==> config.mk <==
export PLATFORM = sky130hd
export DESIGN_NAME = segscan_seq
export DESIGN_NICKNAME = d
export VERILOG_FILES = /design/src/rtl/segscan_pkg.sv /design/src/rtl/segscan_ctrl.sv /design/src/rtl/segscan_cells.sv /design/src/rtl/segscan_seq.sv
export SDC_FILE = /design/constraint.sdc
export NUM_CORES = 1
export LEC_CHECK = 0
export ABC_AREA = 0
export CAP_MARGIN = 20
export CORE_ASPECT_RATIO = 1.4
export CORE_MARGIN = 2
export CORE_UTILIZATION = 40
export CTS_BUF_LIST = sky130_fd_sc_hd__clkbuf_8
export CTS_CLUSTER_DIAMETER = 120
export CTS_CLUSTER_SIZE = 30
export DETAILED_ROUTE_END_ITERATION = 16
export HOLD_SLACK_MARGIN = 0.05
export PLACE_DENSITY_LB_ADDON = 0.05
export SLEW_MARGIN = 20
export SYNTH_ARGS = -nofsm -noshare
export SYNTH_HDL_FRONTEND = slang
export SYNTH_SLANG_ARGS = --single-unit
export TNS_END_PERCENT = 10
==> constraint.sdc <==
create_clock -name clk -period 2.7 [get_ports clk]
set_input_delay 0.54 -clock clk [delete_from_list [all_inputs] [get_ports clk]]
set_output_delay 0.54 -clock clk [all_outputs]
set_load 0.05 [all_outputs]
==> src/rtl/segscan_pkg.sv <==
package segscan_pkg;

   typedef enum logic [2:0] {
      ST_IDLE,
      ST_SHIFT_IN,
      ST_SETUP,
      ST_LAUNCH,
      ST_CAPTURE,
      ST_SHIFT_OUT,
      ST_DONE
   } seq_state_t;

   // Cells are interleaved across groups by chain position.
   function automatic int unsigned group_of(input int unsigned pos, input int unsigned ngroups);
      return pos % ngroups;
   endfunction

   function automatic int unsigned max_of(input int unsigned a, input int unsigned b);
      return (a > b) ? a : b;
   endfunction

endpackage

==> src/rtl/segscan_ctrl.sv <==
module segscan_ctrl
   import segscan_pkg::*;
#(
   parameter int unsigned NUM_GROUPS    = 3,
   parameter int unsigned CHAIN_LEN     = 4,
   parameter int unsigned SETUP_CYCLES  = 2,
   parameter bit          EN_REGISTERED = 1'b1
) (
   input  logic                  clk,
   input  logic                  rst_n,
   input  logic                  start_i,
   input  logic [NUM_GROUPS-1:0] hold_mask_i,
   output seq_state_t            state_o,
   output logic                  step_o,
   output logic [NUM_GROUPS-1:0] scan_en_o,
   output logic [NUM_GROUPS-1:0] hold_q_o,
   output logic                  done_o
);

   localparam int unsigned CNT_MAX = max_of(CHAIN_LEN, SETUP_CYCLES);
   localparam int unsigned CNT_W   = $clog2(CNT_MAX + 1);
   localparam logic [CNT_W-1:0] LAST_SHIFT = CNT_W'(CHAIN_LEN - 1);
   localparam logic [CNT_W-1:0] LAST_SETUP = CNT_W'(SETUP_CYCLES - 1);

   seq_state_t            state_q, state_d;
   logic [CNT_W-1:0]      cnt_q, cnt_d;
   logic [NUM_GROUPS-1:0] hold_q, hold_d;

   always_comb begin
      state_d = state_q;
      cnt_d   = cnt_q;
      hold_d  = hold_q;
      unique case (state_q)
         ST_IDLE: begin
            if (start_i) begin
               state_d = ST_SHIFT_IN;
               cnt_d   = '0;
               hold_d  = hold_mask_i;
            end
         end
         ST_SHIFT_IN: begin
            if (cnt_q == LAST_SHIFT) begin
               state_d = ST_SETUP;
               cnt_d   = '0;
            end else begin
               cnt_d = cnt_q + 1'b1;
            end
         end
         ST_SETUP: begin
            if (cnt_q == LAST_SETUP) begin
               state_d = ST_LAUNCH;
               cnt_d   = '0;
            end else begin
               cnt_d = cnt_q + 1'b1;
            end
         end
         ST_LAUNCH:  state_d = ST_CAPTURE;
         ST_CAPTURE: begin
            state_d = ST_SHIFT_OUT;
            cnt_d   = '0;
         end
         ST_SHIFT_OUT: begin
            if (cnt_q == LAST_SHIFT) begin
               state_d = ST_DONE;
               cnt_d   = '0;
            end else begin
               cnt_d = cnt_q + 1'b1;
            end
         end
         ST_DONE: state_d = ST_IDLE;
         default: state_d = ST_IDLE;
      endcase
   end

   always_ff @(posedge clk or negedge rst_n) begin
      if (!rst_n) begin
         state_q <= ST_IDLE;
         cnt_q   <= '0;
         hold_q  <= '0;
      end else begin
         state_q <= state_d;
         cnt_q   <= cnt_d;
         hold_q  <= hold_d;
      end
   end

   function automatic logic [NUM_GROUPS-1:0] en_for(input seq_state_t st,
                                                    input logic [NUM_GROUPS-1:0] hm);
      if (st == ST_SETUP || st == ST_LAUNCH || st == ST_CAPTURE) return hm;
      return '1;
   endfunction

   generate
      if (EN_REGISTERED) begin : g_en_reg
         logic [NUM_GROUPS-1:0] en_q;
         always_ff @(posedge clk or negedge rst_n) begin
            if (!rst_n) en_q <= '1;
            else        en_q <= en_for(state_d, hold_d);
         end
         assign scan_en_o = en_q;
      end else begin : g_en_comb
         assign scan_en_o = en_for(state_q, hold_q);
      end
   endgenerate

   assign state_o  = state_q;
   assign hold_q_o = hold_q;
   assign done_o   = (state_q == ST_DONE);
   assign step_o   = (state_q == ST_SHIFT_IN) || (state_q == ST_LAUNCH) ||
                     (state_q == ST_CAPTURE)  || (state_q == ST_SHIFT_OUT);

endmodule

==> src/rtl/segscan_cells.sv <==
module segscan_cells
   import segscan_pkg::*;
#(
   parameter int unsigned NUM_CHAINS = 2,
   parameter int unsigned CHAIN_LEN  = 4,
   parameter int unsigned NUM_GROUPS = 3,
   localparam int unsigned CELLS     = NUM_CHAINS * CHAIN_LEN
) (
   input  logic                  clk,
   input  logic                  rst_n,
   input  logic                  step_i,
   input  logic [NUM_GROUPS-1:0] grp_en_i,
   input  logic [NUM_CHAINS-1:0] scan_in_i,
   input  logic [CELLS-1:0]      func_d_i,
   output logic [CELLS-1:0]      cell_q_o,
   output logic [NUM_CHAINS-1:0] scan_out_o
);

   generate
      for (genvar c = 0; c < NUM_CHAINS; c++) begin : g_chain
         for (genvar p = 0; p < CHAIN_LEN; p++) begin : g_cell
            localparam int unsigned IDX = c * CHAIN_LEN + p;
            localparam int unsigned GRP = group_of(p, NUM_GROUPS);
            logic prev;
            logic cell_r;

            if (p == 0) begin : g_head
               assign prev = scan_in_i[c];
            end else begin : g_body
               assign prev = cell_q_o[IDX-1];
            end

            always_ff @(posedge clk or negedge rst_n) begin
               if (!rst_n)      cell_r <= 1'b0;
               else if (step_i) cell_r <= grp_en_i[GRP] ? prev : func_d_i[IDX];
            end

            assign cell_q_o[IDX] = cell_r;
         end
         assign scan_out_o[c] = cell_q_o[c*CHAIN_LEN + CHAIN_LEN - 1];
      end
   endgenerate

endmodule

==> src/rtl/segscan_seq.sv <==
module segscan_seq
   import segscan_pkg::*;
#(
   parameter int unsigned NUM_GROUPS    = 3,
   parameter int unsigned NUM_CHAINS    = 2,
   parameter int unsigned CHAIN_LEN     = 4,
   parameter int unsigned SETUP_CYCLES  = 2,
   parameter bit          EN_REGISTERED = 1'b1,
   localparam int unsigned CELLS        = NUM_CHAINS * CHAIN_LEN
) (
   input  logic                  clk,
   input  logic                  rst_n,
   input  logic                  start_i,
   input  logic [NUM_GROUPS-1:0] hold_mask_i,
   input  logic [NUM_CHAINS-1:0] scan_in_i,
   input  logic [CELLS-1:0]      func_d_i,
   output logic [CELLS-1:0]      cell_q_o,
   output logic [NUM_CHAINS-1:0] scan_out_o,
   output logic [NUM_GROUPS-1:0] scan_en_o,
   output logic                  done_o
);

   generate
      if (NUM_GROUPS < 2) begin : g_bad_groups
         $error("segscan_seq: NUM_GROUPS must be at least 2");
      end
      if (CHAIN_LEN < 2) begin : g_bad_len
         $error("segscan_seq: CHAIN_LEN must be at least 2");
      end
      if (SETUP_CYCLES < 1) begin : g_bad_setup
         $error("segscan_seq: SETUP_CYCLES must be at least 1");
      end
      if (NUM_CHAINS < 1) begin : g_bad_chains
         $error("segscan_seq: NUM_CHAINS must be at least 1");
      end
   endgenerate

   seq_state_t            seq_state;
   logic                  cell_step;
   logic [NUM_GROUPS-1:0] hold_q;

   segscan_ctrl #(
      .NUM_GROUPS   (NUM_GROUPS),
      .CHAIN_LEN    (CHAIN_LEN),
      .SETUP_CYCLES (SETUP_CYCLES),
      .EN_REGISTERED(EN_REGISTERED)
   ) u_ctrl (
      .clk        (clk),
      .rst_n      (rst_n),
      .start_i    (start_i),
      .hold_mask_i(hold_mask_i),
      .state_o    (seq_state),
      .step_o     (cell_step),
      .scan_en_o  (scan_en_o),
      .hold_q_o   (hold_q),
      .done_o     (done_o)
   );

   segscan_cells #(
      .NUM_CHAINS(NUM_CHAINS),
      .CHAIN_LEN (CHAIN_LEN),
      .NUM_GROUPS(NUM_GROUPS)
   ) u_cells (
      .clk       (clk),
      .rst_n     (rst_n),
      .step_i    (cell_step),
      .grp_en_i  (scan_en_o),
      .scan_in_i (scan_in_i),
      .func_d_i  (func_d_i),
      .cell_q_o  (cell_q_o),
      .scan_out_o(scan_out_o)
   );

endmodule

; ---- Yosys cells after proc, flatten, opt, wreduce, memory -nomap -nowiden
; Index checks and enable logic that the tools add are counted.
; W data, S select, Z words.
[op_classes]
n_eq_ne = 12
n_addsub = 1
muxes = 22
reduce_logical = 9
[ops]
columns = op, count
row1 = $mux W3, 11
row2 = $pmux W3 S6, 1
row3 = $eq A3 B2 Y1 const B, 5
row4 = $eq A3 B3 Y1 const B, 4
row5 = $pmux W3 S4, 1
row6 = $mux W1, 9
row7 = $eq A3 B1 Y1 const B, 2
row8 = $logic_or A1 B1 Y1, 5
row9 = $reduce_bool A4 Y1, 1
row10 = $add A3 B1 Y3 const B, 1
row11 = $logic_not A3 Y1, 1
row12 = $ne A2 B2 Y1 const B, 1
row13 = $reduce_and A2 Y1, 1
row14 = $reduce_or A2 Y1, 1
[totals]
out_inout_bits = 14
regBits = 20
in_bits = 16
word_cells = 56

; ---- Depth between registers and ports, before layout
[depth]
ltp_word = 8
ltp_mapped = 5
ltp_nobuf = 5

; ---- Cells and area by module
; From an unflattened synthesis, not the netlist that was laid out.
[unflattened]
hier_cells = 96
hier_area_um2 = 1071.0
[modules_own_cells]
columns = module, instances, area_per_inst_um2, seq_area_each_um2, cells_each
row1 = segscan_ctrl, 1, 584.3, 304.0, 51
row2 = segscan_cells, 1, 486.7, 200.2, 45

; ---- Worst setup path after synthesis
; OpenSTA, ideal clock, no wires.
[synth_path]
kind = reg-to-output
startpoint = register u_ctrl.state_q[2] (netlist: u_ctrl.state_o[2])
endpoint = output done_o
arrival_time_ns = 1.189
slack_ns = 0.971
stages_incl_launch_ff = 4
cell_sequence = dfrtp_1 > buf_4 > nand2_1 > nor2_1
[synth_via]
elab_chain_cells = 1
[synth_rtl]
columns = element, line
row1 = from (decl), segscan_ctrl.sv:25  ; seq_state_t state_q, state_d;
row2 = from (signal assigned), segscan_ctrl.sv:81  ; state_q <= state_d;
row3 = $eq A3 B3 Y1, segscan_ctrl.sv:108  ; assign done_o = (state_q == ST_DONE);
row4 = to (decl), segscan_seq.sv:20  ; output logic done_o
; No other way between the ends.

; ---- Worst setup path in the final report
[layout_path]
startpoint = register u_ctrl.state_q[1] (netlist: u_ctrl.state_o[1])
endpoint = output done_o
; Same word-level chain as after synthesis.

==> summary.txt <==
Outcome
  – Outcome: finished, final reports clean

Synthesis
  – Mapped cell area: 1080 sq um
  – Synth Area in XOR/XNOR: 0
  – Area share of the largest cell type after synthesis: 0.392
  – Seq/Total Area, Yosys: 0.465
  – Most used DFF post-synth: dfrtp_1
  – Largest cells by area after synthesis: dfrtp_1 (39%), mux2_2 (19%), buf_4 (7.6%)
  – Post-synthesis mux area share: 0.219
  – Syn nets: 110
  – Avg Cell Area, Syn: 12.1 sq um
  – Number of synthesized register bits: 20
  – Post-synthesis adder-cell area fraction: 0.0461
  – Dominant cell type by area after synthesis: dfrtp_1
  – Async set or reset register ratio after synthesis: 1.00
  – Number of synthesized flops with an enable pin: 0
  – Synth Area in Compound Gates: 0.0577
  – Cell count after synthesis: 90
  – Ys Warns: 0
  – Yosys cell types: 27
  – Post-Synth Simple-Gate Area: 0.104
  – Main combinational cell family by area after synthesis: multiplexers

Timing
  – Slew headroom: 0.664
  – Minimum clock period: 2460 ps
  – Worst hold margin: 503 ps
  – Count of final hold-check violations: 0
  – Slew Limit Fails: 0
  – Final setup fails: 0
  – Final Skew: 4.09 ps
  – FMAX: 407 MHz
  – Setup WS post-layout: 245 ps
  – Setup TNS: 0 ps
  – Final Cycle Share: 0.909
  – Measured slew at the worst slew-check pin: 502 ps
  – RSZ-0062 raised after global routing: false

Setup path
  – R2R Setup Slk: 1070 ps
  – CP max stage delay: 810 ps
  – CP Max Fanout: 14
  – Ordered cell list for the critical path: nand2_1 -> nor2_1 -> clkdlybuf4s50_1
  – Top delay family on crit path: buffers and inverters
  – Slowest CP cell: clkdlybuf4s50_1
  – R2R depth: 3
  – Launch point of the worst reg-to-reg path: u_ctrl.state_o[0]
  – Crit end category: output pin
  – FF-to-FF End: u_ctrl.scan_en_o[2]
  – WP data required: 2160 ps
  – CP startpoint: u_ctrl.state_o[1]
  – Critical path type: flip-flop to output pin
  – CP arrival: 1920 ps
  – Buf+Inv Stages, Crit Path: 1
  – CP startpoint kind: flip-flop

Global routing
  – Number of global-route vias before repair: 699
  – Initial antenna violation count: 0
  – Largest net degree at the start of global routing: 21
  – First-pass GRT wire length: 2860 microns
  – Global route overflow: 0
  – Total track usage: 0.130

Detailed routing
  – Routed length per placed instance: 11.7 microns
  – Drt total wl: 1720 microns
  – DRC: 0
  – Vias: 669
  – Vias per cell: 4.55
  – Final ANT Viol Nets: 0
  – Iter 0 DRT Violations: 13
  – Router iterations before antenna repair: 2

Placed design
  – Dpl cell area: 1330 sq um
  – PortBufs: 29
  – GP Congestion: 0.807
  – Setup slack at placement: 519 ps
  – Post-detail-place hpwl: 1350 microns
  – Dpl cells: 143

Clock network
  – Cts bufs inserted: 3
  – H-tree depth: 1
  – Hold Buf Count CTS: 0
  – Clock tree root driver cell: clkbuf_8
  – TritonCTS clock tree: done
  – Insertion delay to the later sink of the worst-skew pair: 250 ps
  – # clock sinks: 20
  – Clk buf depth: 2
  – Reg clk slew, reported paths: 70 ps
  – Post-CTS Resized: 0
  – Postcts setup bufs: 0

Worst hold path
  – Hold path cells: 1
  – Worst Min Path Start: u_ctrl.hold_q_o[0]
  – Worst hold endpoint: u_ctrl.hold_q_o[0]
  – Hold WC Path Type: flip-flop to flip-flop

Floorplanning
  – Die height: 65.6 microns
  – IO Count: 30
  – Initial Util: 0.415
  – Die W: 48.0 microns
  – Rows: 22
  – Die ar.: 3150 sq um
  – Core Footprint: 2620 sq um

Power
  – LEAKAGE: 0.572 nW
  – Total power: 1.82 mW
  – Worst VDD drop: 0.591 mV
  – PD cells: 1320 nW/um^2

Final layout
  – Reg area: 504 sq um
  – Layout Cell Area excl Fill: 1380 sq um
  – Final net count: 132
  – Diode count: 0
  – Cell Count, Final, Fillers Out: 147
  – # fillers: 229
  – Final Util: 0.529
  – Area of the multi-input gates: 463 sq um
  – Synth-to-Final Area Change: 27.6%
  – Share of cells above drive strength 1: 0.261

Flow run
  – Max-cap violations: 0
## cells by family (layout without fill, tap and decap cells)
kind of cell	count (synthesis)	count (layout)
flops	20	20
simple gates	18	18
fa+ha+maj	4	4
buf+inv	18	39
mux	21	21
compound gates	9	9
## registers in the layout, summed over array words and instances, names as in the netlist
| name | flops |
|---|---|
| u_ctrl.hold_q_o | 3 |
| u_ctrl.scan_en_o | 3 |
| u_ctrl.cnt_q | 3 |
| u_cells.g_chain.g_cell.cell_r | 8 |
| u_ctrl.state_o | 3 |
## area by class of cell
cell class / count / area share
Tap cell: 36 / 0.0325
Clock buffer: 4 / 0.0398
Timing Repair Buffer: 30 / 0.215
Inverter: 5 / 0.0136
Sequential cell: 20 / 0.364
Multi-Input combinational cell: 52 / 0.335
## cells in the final DEF (no fill, tap or decap), types with 2 or more instances in the layout
master,instances
dfrtp_1,17
clkdlybuf4s50_1,29
mux2i_1,2
nand2b_1,4
mux2_2,18
clkbuf_8,4
ha_1,4
o22ai_1,2
inv_1,5
dfstp_2,3
nor2_1,5
nand2_1,3
## cells in the mapped netlist (2+ instances only)
library cell,count
buf_4,11
inv_1,5
dfrtp_1,17
mux2_2,18
dfstp_2,3
nor2_1,5
nand2b_1,4
o22ai_1,2
nand2_1,3
ha_1,4
mux2i_1,2
## worst max-delay path by stage
stage	endpoint	slack (ps)	cells after the start
6_report	done_o	240	3
5_1_grt	done_o	110	3
4_1_cts	done_o	240	3
3_5_place_dp	done_o	520	3
3_3_place_gp	done_o	550	3
2_1_floorplan	done_o	970	3
## where the power goes
| part | switching [mW] | internal [mW] | total, mW |
|---|---|---|---|
| sequential | 0.141 | 0.451 | 0.592 |
| clock | 0.0948 | 0.130 | 0.224 |
| combinational | 0.551 | 0.454 | 1.00 |
| total | 0.786 | 1.03 | 1.82 |
## worst register-to-register path, delay by kind of cell, from the launching register on
kind	cells	cell delay (ps)
and+or+nand+nor	2	720
DFF	1	500
muxes	1	340
## per-layer routing
metal,global-route usage,up-vias,wire length [microns],part of all wire
met2,0.222,20,886,0.51
met1,0.144,302,716,0.42
met5,0,-,0,0
li1,-,343,-,-
met4,0.0608,0,32,0.019
met3,0.0302,4,86,0.050
(Power assumes the default switching activity.)
